$ cat config.mk
export PLATFORM = sky130hd
export DESIGN_NAME = sar_seq_top
export DESIGN_NICKNAME = d
export VERILOG_FILES = /design/src/rtl/sar_seq_pkg.sv /design/src/rtl/sar_start_sync.sv /design/src/rtl/sar_search_core.sv /design/src/rtl/sar_out_stage.sv /design/src/rtl/sar_seq_top.sv
export SDC_FILE = /design/constraint.sdc
export NUM_CORES = 1
export LEC_CHECK = 0
export BUFFER_PORTS_ARGS = -buffer_cell sky130_fd_sc_hd__buf_2
export CAP_MARGIN = 0
export CORE_MARGIN = 8
export CORE_UTILIZATION = 40
export DETAILED_ROUTE_END_ITERATION = 12
export GPL_TIMING_DRIVEN = 0
export SKIP_LAST_GASP = 1
export SYNTH_ARGS = -nofsm -noshare
export SYNTH_HDL_FRONTEND = slang
export SYNTH_SLANG_ARGS = --single-unit
$ cat constraint.sdc
create_clock -name clk -period 1.55 [get_ports clk]
set_input_delay 0.155 -clock clk [delete_from_list [all_inputs] [get_ports clk]]
set_output_delay 0.155 -clock clk [all_outputs]
set_load 0.005 [all_outputs]
$ cat src/rtl/sar_seq_pkg.sv
package sar_seq_pkg;
  typedef enum logic [1:0] {
    ST_IDLE   = 2'd0,
    ST_ARMED  = 2'd1,
    ST_SEARCH = 2'd2
  } seq_state_t;

  // total clocks of one search, used for sizing and documentation
  function automatic int unsigned search_clocks(input int unsigned bits, input int unsigned per_trial);
    return bits * per_trial;
  endfunction
endpackage

$ cat src/rtl/sar_start_sync.sv
module sar_start_sync #(
  parameter int SYNC_STAGES = 2
) (
  input  logic clk,
  input  logic rst,
  input  logic cs_n,
  input  logic wr_n,
  output logic held
);
  logic req_raw;
  logic req_latch;
  logic [SYNC_STAGES-1:0] chain;

  assign req_raw = ~cs_n & ~wr_n;

  // set without a clock edge so a narrow pulse is kept; cleared once seen synchronised and withdrawn
  always_ff @(posedge clk or posedge req_raw) begin
    if (req_raw)              req_latch <= 1'b1;
    else if (rst)             req_latch <= 1'b0;
    else if (chain[SYNC_STAGES-1]) req_latch <= 1'b0;
  end

  generate
    for (genvar g = 0; g < SYNC_STAGES; g++) begin : g_sync
      always_ff @(posedge clk) begin
        if (rst) chain[g] <= 1'b0;
        else if (g == 0) chain[g] <= req_latch;
        else chain[g] <= chain[(g == 0) ? 0 : g-1];
      end
    end
  endgenerate

  assign held = chain[SYNC_STAGES-1];
endmodule

$ cat src/rtl/sar_search_core.sv
module sar_search_core
  import sar_seq_pkg::*;
#(
  parameter int DATA_W     = 10,
  parameter int TRIAL_CLKS = 8
) (
  input  logic              clk,
  input  logic              rst,
  input  logic              held,
  input  logic              below,
  output logic [DATA_W-1:0] trial_code,
  output logic [DATA_W-1:0] marker,
  output logic              busy,
  output logic              finish,
  output logic [DATA_W-1:0] word
);
  localparam int PH_W = (TRIAL_CLKS > 1) ? $clog2(TRIAL_CLKS) : 1;
  localparam logic [DATA_W-1:0] TOP_MARK = {1'b1, {(DATA_W-1){1'b0}}};
  localparam logic [PH_W-1:0] PH_LAST = PH_W'(TRIAL_CLKS - 1);

  seq_state_t        state;
  logic [DATA_W-1:0] sar;
  logic [PH_W-1:0]   phase;
  logic              trial_end;

  // decide the bit under test and place the next marker bit
  function automatic logic [DATA_W-1:0] settle_bit(
    input logic [DATA_W-1:0] code,
    input logic [DATA_W-1:0] mark,
    input logic              lower
  );
    logic [DATA_W-1:0] c;
    c = lower ? (code & ~mark) : code;
    return c | (mark >> 1);
  endfunction

  assign busy       = (state == ST_SEARCH);
  assign trial_end  = busy && (phase == PH_LAST);
  assign finish     = trial_end && marker[0];
  assign word       = settle_bit(sar, marker, below);
  assign trial_code = sar;

  always_ff @(posedge clk) begin
    if (rst || held) begin
      state  <= rst ? ST_IDLE : ST_ARMED;
      sar    <= '0;
      marker <= '0;
      phase  <= '0;
    end else begin
      case (state)
        ST_ARMED: begin
          state  <= ST_SEARCH;
          sar    <= TOP_MARK;
          marker <= TOP_MARK;
          phase  <= '0;
        end
        ST_SEARCH: begin
          if (trial_end) begin
            sar    <= word;
            marker <= marker >> 1;
            phase  <= '0;
            if (marker[0]) state <= ST_IDLE;
          end else begin
            phase <= phase + 1'b1;
          end
        end
        default: state <= ST_IDLE;
      endcase
    end
  end
endmodule

$ cat src/rtl/sar_out_stage.sv
module sar_out_stage #(
  parameter int DATA_W = 10
) (
  input  logic              clk,
  input  logic              rst,
  input  logic              held,
  input  logic              finish,
  input  logic [DATA_W-1:0] word,
  output logic [DATA_W-1:0] result,
  output logic              xfer,
  output logic              eoc_n
);
  always_ff @(posedge clk) begin
    if (rst) begin
      result <= '0;
      xfer   <= 1'b0;
      eoc_n  <= 1'b1;
    end else begin
      xfer <= finish && !held;
      if (finish && !held) result <= word;
      if (held)      eoc_n <= 1'b1;
      else if (xfer) eoc_n <= 1'b0;
    end
  end
endmodule

$ cat src/rtl/sar_seq_top.sv
module sar_seq_top #(
  parameter int DATA_W      = 10,
  parameter int TRIAL_CLKS  = 8,
  parameter int SYNC_STAGES = 2
) (
  input  logic              clk,
  input  logic              rst,
  input  logic              cs_n,
  input  logic              wr_n,
  input  logic              cmp_below,
  output logic [DATA_W-1:0] trial_code,
  output logic [DATA_W-1:0] result,
  output logic              xfer,
  output logic              eoc_n
);
  logic              held;
  logic              busy;
  logic              finish;
  logic [DATA_W-1:0] marker;
  logic [DATA_W-1:0] word;

  sar_start_sync #(.SYNC_STAGES(SYNC_STAGES)) sync_i (
    .clk(clk), .rst(rst), .cs_n(cs_n), .wr_n(wr_n), .held(held)
  );

  sar_search_core #(.DATA_W(DATA_W), .TRIAL_CLKS(TRIAL_CLKS)) core_i (
    .clk(clk), .rst(rst), .held(held), .below(cmp_below),
    .trial_code(trial_code), .marker(marker), .busy(busy),
    .finish(finish), .word(word)
  );

  sar_out_stage #(.DATA_W(DATA_W)) out_i (
    .clk(clk), .rst(rst), .held(held), .finish(finish), .word(word),
    .result(result), .xfer(xfer), .eoc_n(eoc_n)
  );
endmodule

==> metrics, run 1 <==
nature of the critical path endpoint=flop; # diodes=0; Place WS=-0.206 ns; YS warnings=0; Hold Startpoint=rst; die height=78.0 um; max_cap viols=0; DRC violations left=0; Post-Route Utilization=0.561; initial antenna violation count=0; Min Clock Period, post-route=1.49 ns; vias in the first global route=1,246; Mean Syn Cell Area=9.98 sq um; f_max=671 MHz; Seq/Total Area, Yosys=0.538; CP Class=flop to flop; Total GRT Usage=0.118; clock tree sinks=40; Worst R2R Path Depth=6; Slew Viols, Final=0; Detailed Route Iter0 Violations=46; PwrDens=932 nW/um^2; FP Rows=22; area share of and/or/nand/nor cells after synthesis=0.169; Clock Latency Late Sink=0.29 ns; Synth Net Count=163; Crit path max-delay family=flip-flops; Antenna Nets Post-Route=0; Leakage Power=0.815 nW; critical path, cell by cell=ha_4, and4b_2, buf_4, buf_4, nor2_1, a211oi_2; CP max stage cell=edfxtp_1; total gr overflow=0; global-route wire length before repair=5.89 mm; iteration count of the initial detailed-routing pass=4; RSZ-0062 raised after global routing=yes; Final Hold Slack=0.112 ns; Peak VDD IR=0.000427 V; reg2reg start=core_i.state[1]; DR vias=1,278; PortBufs=26; R2R Setup Slk=0.06 ns; P&R area growth vs syn=34.7%; Num CTS Buffers=5; io pins=27; CTS H-tree lvls=2; final period utilization=0.962; area share of xor/xnor cells in the synthesized design=0; drt total wl=3.51 mm; WHS Path Cells=2; Slew @ Worst Pin=0.590 ns; initial core utilization=0.417; FF+latch count, synth=40; r2r endpoint=out_i.result[2]; Worst EP arrival=1.65 ns; Post-Syn Area=1540 sq um; root buffer cell=clkbuf_8; Worst Path Max Fanout=6; Most Frequent Cell on Critical Path=buf_4; status=complete, no violations; CTS tree=built; CORE AREA=3690 sq um; Distinct cells, synth=32; final hold violations=0; setup ws final=0.0588 ns; clk slew on worst S/H paths=0.08 ns; Synth Area in Adders=0.0326; Synth Area in Compound Gates=0.197; hold path endpoint=sync_i.held; CP Launch Type=flop; clock buffer depth=2; clk_skew=0.00797 ns; WP data required=1.71 ns; Final GP Congestion=0.746; final std cells w/o fill=250; hold crit path type=primary input to flop; main combinational cell family by area after synthesis=compound AO/OA/AOI/OAI gates; DP Wirelength=2.36 mm; Tot Pwr=0.00193 W; Via density=5.11; share of layout cells above drive strength 1=0.371; CP bufs+invs=2; DIE AREA=6080 sq um; Slew HR=0.607; max incr delay on CP=0.45 ns; Avg WL per Cell=14.0 um; largest net degree at the start of global routing=14; Layout Nets=210; mux contribution to synthesized area=0.0130; Die W=78.0 um; Setup violations, final=0; Syn Inst Count=154; Placed Cells incl. Taps=228
worst max path at each step:
stage                                from                   end  depth (start not counted)
after floorplan           core_i.phase[0]      core_i.marker[1]                          7
after global placement    core_i.phase[0]  core_i.trial_code[0]                          6
after detailed placement  core_i.phase[0]  core_i.trial_code[0]                          6
after CTS                 core_i.state[1]       out_i.result[0]                          5
after global routing      core_i.state[1]       out_i.result[5]                          6
final                     core_i.state[1]       out_i.result[2]                          6
what timing repair did:
item                                    in CTS  in global routing
gates cloned                                 2                  0
pin swaps                                    3                  6
endpoints found under the setup margin      30                 27
hold endpoints to repair                     1                  0
gates resized for setup                     18                  8
buffers inserted                             8                  4
hold buffers                                 2                  0
power by group:
part,internal [W],switching (W),leakage [nW]
clock,0.000478,0.000372,0.0585
combinational,0.0000181,0.0000277,0.422
sequential,0.00103,0.00000000000000000113,0.334
total,0.00153,0.000400,0.815
layer usage:
| layer | up-vias | wire length [um] | global-route usage |
|---|---|---|---|
| li1 | 643 | - | - |
| met1 | 605 | 1540 | 0.132 |
| met2 | 24 | 1710 | 0.204 |
| met3 | 6 | 224 | 0.0472 |
| met4 | 0 | 38 | 0.0333 |
| met5 | - | 0 | 0 |
flip-flops by register name (all words and copies together) (netlist names), 2 cells and up:
register / cells
core_i.marker: 10
core_i.phase: 3
core_i.state: 2
core_i.trial_code: 10
out_i.result: 10
cells by family after synthesis:
| kind of cell | Yosys count |
|---|---|
| adder cells (fa/ha/maj) | 4 |
| flip-flops | 40 |
| buffers and inverters | 12 |
| multiplexers | 2 |
| AND/OR/NAND/NOR | 52 |
| AO/OA/AOI/OAI | 44 |
synthesized netlist by cell type:
| master | n | area (sq um) |
|---|---|---|
| a21boi_0 | 1 | 7.51 |
| nor3_4 | 1 | 16.3 |
| a21oi_1 | 13 | 65.1 |
| inv_1 | 3 | 11.3 |
| nand3b_1 | 1 | 7.51 |
| a211oi_1 | 9 | 67.6 |
| and2_1 | 2 | 12.5 |
| a22oi_1 | 9 | 67.6 |
| o2bb2ai_1 | 9 | 78.8 |
| nor2b_1 | 5 | 31.3 |
| buf_8 | 1 | 15.0 |
| buf_2 | 3 | 15.0 |
| and4bb_2 | 1 | 12.5 |
| clkbuf_1 | 2 | 7.51 |
| nor2_2 | 1 | 6.26 |
| edfxtp_1 | 2 | 60.1 |
| or2_0 | 1 | 6.26 |
| nand3_1 | 1 | 5.00 |
| ha_1 | 4 | 50.1 |
| or2_2 | 1 | 6.26 |
| o21ai_0 | 2 | 10.0 |
| nand2_1 | 13 | 48.8 |
| buf_6 | 2 | 22.5 |
| and3_1 | 1 | 6.26 |
| dfxtp_1 | 37 | 741 |
| dfstp_2 | 1 | 26.3 |
| nor4b_1 | 1 | 8.76 |
| a31oi_1 | 1 | 6.26 |
| nor2_1 | 22 | 82.6 |
| and4b_1 | 1 | 10.0 |
| clkbuf_2 | 1 | 5.00 |
| mux2i_1 | 2 | 20.0 |
cell type report:
type                    instances  area [sq um]
fillers                       353          1620
clock buffers                   5          68.8
plain buffers                   8          56.3
flip-flops and latches         40           830
inverters                       3          11.3
multi-input cells             102           727
clock inverters                 3          41.3
well taps                      48          60.1
repair buffers                 41           275
through the flow:
step                setup TNS [ns]  area [sq um]
floorplan                        0          1540
global placement             -1.74          1730
detailed placement           -2.82          1730
CTS                              0          2020
global route               -0.0376          2070
finish                           0          2070
cell usage in the layout, fill, tap and decap left out, drive strengths merged, types with 2 or more instances in the layout:
cell type / netlist / routed
a211oi: 9 / 9
a21oi: 13 / 13
a22oi: 9 / 9
and2: 2 / 2
buf: 6 / 44
clkbuf: 3 / 8
dfxtp: 37 / 37
dlygate4sd3: 0 / 2
edfxtp: 2 / 2
ha: 4 / 4
inv: 3 / 4
mux2i: 2 / 2
nand2: 13 / 13
nor2: 23 / 23
nor2b: 5 / 5
o21ai: 2 / 2
o2bb2ai: 9 / 9
or2: 2 / 2
No activity file was read; power rests on OpenSTA's default activity.
==> run 2: changes to the inputs <==
- GPL_TIMING_DRIVEN: 0 -> unset
- SYNTH_HIERARCHICAL: unset -> 1
==> run 2 against run 1 <==
The run now ends with setup timing left; critical endpoint is now core_i/trial_code[9]; clock skew decreased by 0.0032 ns; final area up 7.6%; wire length up 6.0%; sequential power hardly changed; first-iteration DRC count rose by 15%.
==> metrics, run 2 <==
CP Class=flop to flop; Distinct cells, synth=36; Slew @ Worst Pin=0.327 ns; most used flip-flop cell after synthesis=dfxtp_1; Final GP Congestion=0.732; iteration count of the initial detailed-routing pass=4; Die W=83.3 um; # diodes=0; Seq/Total Area, Yosys=0.456; Peak VDD IR=0.000312 V; Num CTS Buffers=5; Avg WL per Cell=13.2 um; P&R area growth vs syn=22.9%; CTS H-tree lvls=2; max_cap viols=0; Antenna Nets Post-Route=0; Mean Syn Cell Area=9.64 sq um; FP Rows=24; clock tree sinks=40; io pins=27; post-route setup TNS=-0.00609 ns; Worst Path Max Fanout=4; DIE AREA=6940 sq um; total gr overflow=0; Leakage Power=0.962 nW; f_max=643 MHz; Setup violations, final=1; violated checks=setup timing; largest net degree at the start of global routing=27; Total GRT Usage=0.110; DR vias=1,402; global-route wire length before repair=6.35 mm; ys async rst share=0.0250; DP Area=2080 sq um; Slew Viols, Final=0; Via density=4.97; CORE AREA=4350 sq um; PwrDens=841 nW/um^2; drt total wl=3.72 mm; Worst EP arrival=1.75 ns; final period utilization=1.00; top post-synthesis cells by area=dfxtp_1 (41%), nand2b_4 (6.8%), nand4bb_1 (6.2%), a21oi_1 (5.8%), nand2_1 (4.8%); CTS tree=built; clk slew on worst S/H paths=0.08 ns; CP Launch Type=flop; Place WS=0.00803 ns; Synth Net Count=198; die height=83.3 um; Post-Layout Inst Area=2230 sq um; cell taking the most area after synthesis=dfxtp_1; commonest non-fill, non-tap cell in the layout=dfxtp_1; hold crit path type=primary input to flop; DP Wirelength=2.70 mm; Clock Latency Late Sink=0.29 ns; RSZ-0062 raised after global routing=yes; Yosys top cell area share=0.409; share of layout cells above drive strength 1=0.313; FF+latch count, synth=40; commonest non-fill, non-tap cells in the layout=dfxtp_1 (37), buf_2 (26), nand2_1 (23); Min Clock Period, post-route=1.56 ns; Syn Inst Count=188; most frequent cell after synthesis=dfxtp_1; Layout Nets=239; setup ws final=-0.00609 ns; initial antenna violation count=0; Detailed Route Iter0 Violations=53; nature of the critical path endpoint=flop; most instantiated cells after synthesis=dfxtp_1 (37), nand2_1 (23), a21oi_1 (21), inv_1 (14); PortBufs=26; clock buffer depth=2; status=complete, but fails checks; Slew HR=0.781; clk_skew=0.00480 ns; final hold violations=0; Post-Syn Area=1810 sq um; FILL cells=424; WP data required=1.74 ns; number of synthesized flops with an enable pin=2; root buffer cell=clkbuf_8; initial core utilization=0.416; vias in the first global route=1,327; DRC violations left=0; YS warnings=6
## run 2: changes by cell type after synthesis, moves of 8 or more
| cell | change |
|---|---|
| nand2b_4 | +9 |
| inv_1 | +11 |
| nor2_1 | -18 |
| a22oi_1 | -9 |
| nand4bb_1 | +10 |
| nand3_1 | +9 |
| a211oi_1 | -8 |
| o21ai_1 | +9 |
| a21oi_1 | +8 |
| nand2_1 | +10 |
## run 2: area by class of cell
class / count / area [sq um] / area share
inverters: 14 / 52.6 / 0.0236
well taps: 52 / 65.1 / 0.0292
clock inverters: 1 / 5.00 / 0.00225
clock buffers: 7 / 97.6 / 0.0438
flip-flops and latches: 40 / 827 / 0.372
repair buffers: 44 / 283 / 0.127
multi-input cells: 124 / 896 / 0.402
## run 2: critical path, cell delays in order (launching register included)
cell and delay [ns]:
edfxtp_1 0.43, inv_2 0.11, ha_4 0.14, mux2_4 0.33
mux2_4 0.30, o21a_1 0.16
## run 2: kinds of logic (layout without fill, tap and decap cells)
| group | after synthesis | in the layout | share of synthesized area |
|---|---|---|---|
| AND/OR/NAND/NOR | 71 | 71 | 0.273 |
| AO/OA/AOI/OAI | 45 | 45 | 0.150 |
| flip-flops | 40 | 40 | 0.456 |
| buffers and inverters | 24 | 66 | 0.0635 |
| adder cells (fa/ha/maj) | 5 | 5 | 0.0345 |
| multiplexers | 3 | 3 | 0.0221 |
## run 2: layer usage
metal	vias up	track usage	share of wire
met4	0	0.0575	0.020
met5	-	0	0
met3	8	0.0430	0.054
li1	725	-	-
met1	647	0.132	0.48
met2	22	0.165	0.45
## run 2: power breakdown
group                    switching (W)  total [W]  leakage, nW  internal [W]
registers      0.000000000000000000734    0.00103        0.333       0.00103
clock network                 0.000365   0.000778       0.0534      0.000413
logic                        0.0000285  0.0000609        0.576     0.0000324
## run 2: worst paths after layout
path                            slack (ns)             from                    to  cells after the start
worst max-delay path                -0.006  core_i/state[0]  core_i/trial_code[9]                      5
worst min-delay path                  0.20              rst  core_i/trial_code[9]                      3
worst max register to register      -0.006  core_i/state[0]  core_i/trial_code[9]                      5
worst min register to register        0.44       out_i/xfer           out_i/eoc_n                      1
max in group asynchronous             0.61             cs_n      sync_i/req_latch                      4
min in group asynchronous             0.39             wr_n      sync_i/req_latch                      3
## run 2: per-stage QoR
step           power (W)  hold slack (ns)  utilization  std cells
2_1_floorplan    0.00110           0.0864            -        188
3_3_place_gp     0.00112            0.170        0.479        271
3_5_place_dp     0.00112            0.170        0.479        271
4_1_cts          0.00190            0.204        0.507        281
5_1_grt          0.00194            0.218        0.511        282
6_report         0.00187            0.204        0.511        282
## run 2: repair_timing
item                       4_1_cts  5_1_grt
setup buffers                    0        1
hold buffers                     2        0
hold endpoints to repair         1        0
resized for setup                0        3
setup endpoints to repair        1        6
pin swaps                        1        0
==> run 3: changes to the inputs <==
- BUFFER_PORTS_ARGS: -buffer_cell sky130_fd_sc_hd__buf_2 -> -buffer_cell sky130_fd_sc_hd__buf_4
- CORE_UTILIZATION: 40 -> 39
==> run 3 against run 2 <==
The flow still finishes with violations (setup timing); non-clock buffer count fell by 3; highest routed layer unchanged; final cell count shrank 1.1%; total power is 1.3% lower; largest cell class unchanged; maximum frequency decreased by 1.1%.
==> metrics, run 3 (same netlist as run 2, synthesis figures left out) <==
FP Rows=24; met1 WL=1.83 mm; Worst R2R Path Depth=7; Slew @ Worst Pin=0.382 ns; Critical Path Stages=7; final std cells w/o fill=279; Setup violations, final=6; Worst EP arrival=1.79 ns; CP Launch Type=flop; CORE AREA=4410 sq um; total gr overflow=0; DIE AREA=7080 sq um; final hold violations=0; root buffer cell=clkbuf_8; DP Wirelength=2.89 mm; WP data required=1.77 ns; switching power=0.000373 W; PortBufs=26; commonest non-fill, non-tap cells in the layout=dfxtp_1 (37), buf_4 (35), nand2_1 (23); DRC violations left=0; global-route wire length before repair=6.78 mm; R2R Setup Slk=-0.02 ns; Placed Cells incl. Taps=266; Detailed Route Iter0 Violations=58; # diodes=0; io pins=27; CTS tree=built; share of power burned in registers=0.560; Tot Pwr=0.00185 W; Slew HR=0.745; drt total wl=4.02 mm; Crit path max-delay family=flip-flops; Comb pwr share=0.035; Total GRT Usage=0.114; max_cap viols=0; setup ws final=-0.0230 ns; die height=84.2 um; Layout Nets=236; P&R area growth vs syn=28.4%; initial antenna violation count=0; reg2reg start=core_i/state[1]; Antenna Nets Post-Route=0; Sw Ratio=0.202; f_max=636 MHz; Num CTS Buffers=5; Peak VDD IR=0.000561 V; clock tree sinks=40; status=complete, but fails checks; initial core utilization=0.410; worst setup path endpoint=core_i/trial_code[2]; share of layout cells above drive strength 1=0.322; nature of the critical path endpoint=flop; Clk pwr share=0.405; r2r endpoint=core_i/trial_code[2]; Via density=5.01; clock buffer depth=2; largest net degree at the start of global routing=29; clk_skew=0.00498 ns; iteration count of the initial detailed-routing pass=4; post-route setup TNS=-0.0617 ns; DR vias=1,399; Worst Path Max Fanout=8; final period utilization=1.01; Leakage Power=0.953 nW; RSZ-0062 raised after global routing=yes; vias in the first global route=1,424; commonest non-fill, non-tap cell in the layout=dfxtp_1; max incr delay on CP=0.43 ns; Final GP Congestion=0.737; PwrDens=794 nW/um^2; wire length on met3=195 um; clk slew on worst S/H paths=0.08 ns; Min Clock Period, post-route=1.57 ns; CP bufs+invs=3; violated checks=setup timing; Die W=84.2 um; CP max stage cell=edfxtp_1; CP Class=flop to flop; internal power=0.00147 W; worst setup path start=core_i/state[1]; Slew Viols, Final=0; Clock Latency Late Sink=0.28 ns; Avg WL per Cell=14.4 um; Highest Signal Layer=met4; CTS H-tree lvls=2; WL met2=1.97 mm; hold crit path type=primary input to flop; critical path, cell by cell=inv_1, ha_2, mux2_4, buf_12, nor2_4, buf_6, o2bb2ai_1; FILL cells=402
run 3: cell types whose count changed in the layout (fill, tap and decap cells not counted), sizes merged:
cell,before,now
buf,42,39
clkinv,1,0
clkbuf,7,8
run 3: worst min-delay path by stage:
stage / cells after the start / from / end / slack [ns]
4_1_cts: 2 / rst / sync_i/req_latch / 0.18
2_1_floorplan: 1 / cs_n / sync_i/req_latch / 0.09
6_report: 2 / rst / sync_i/req_latch / 0.19
3_5_place_dp: 2 / cs_n / sync_i/req_latch / 0.19
3_3_place_gp: 2 / cs_n / sync_i/req_latch / 0.17
5_1_grt: 2 / rst / sync_i/req_latch / 0.21
run 3: metal layers:
layer	up-vias	track usage
met5	-	0
met3	4	0.0357
met4	0	0.0408
met2	22	0.192
met1	650	0.133
li1	723	-
run 3: power by group through the flow:
stage	clock network, W	logic (W)	registers (W)
final	0.000749	0.0000643	0.00103
after global routing	0.000820	0.0000690	0.00103
after CTS	0.000772	0.0000636	0.00103
after detailed placement	0	0.0000536	0.00106
after global placement	0	0.0000520	0.00106
after floorplan	0	0.0000391	0.00106
run 3: stage by stage:
stage | utilization | hold WS, ns | cell area [sq um] | setup slack [ns]
floorplan | - | 0.0864 | 1830 | -0.00298
global placement | 0.478 | 0.171 | 2110 | -0.153
detailed placement | 0.478 | 0.190 | 2110 | -0.253
CTS | 0.515 | 0.182 | 2270 | -0.0208
global route | 0.527 | 0.208 | 2330 | -0.0547
finish | 0.527 | 0.192 | 2330 | -0.0230
run 3: layout make-up:
| type | count | area (sq um) | area share |
|---|---|---|---|
| clock buffers | 8 | 100 | 0.0430 |
| inverters | 14 | 52.6 | 0.0226 |
| multi-input cells | 124 | 945 | 0.406 |
| flip-flops and latches | 40 | 827 | 0.356 |
| well taps | 52 | 65.1 | 0.0280 |
| repair buffers | 41 | 337 | 0.145 |
run 3: worst register-to-register path: cells and delay by family, from the launching register on:
kind,cells,cell delay [ns]
DFF,1,0.43
and+or+nand+nor,1,0.12
adders and majority gates,1,0.19
AOI/OAI and AO/OA,1,0.11
muxes,1,0.29
buffers and inverters,3,0.35
run 3: timing repair:
item,4_1_cts,5_1_grt
setup endpoints to repair,21,12
hold buffers,2,0
cloned,1,0
resized for setup,8,7
hold endpoints to repair,1,0
buffers inserted,0,2
pin swaps,0,2
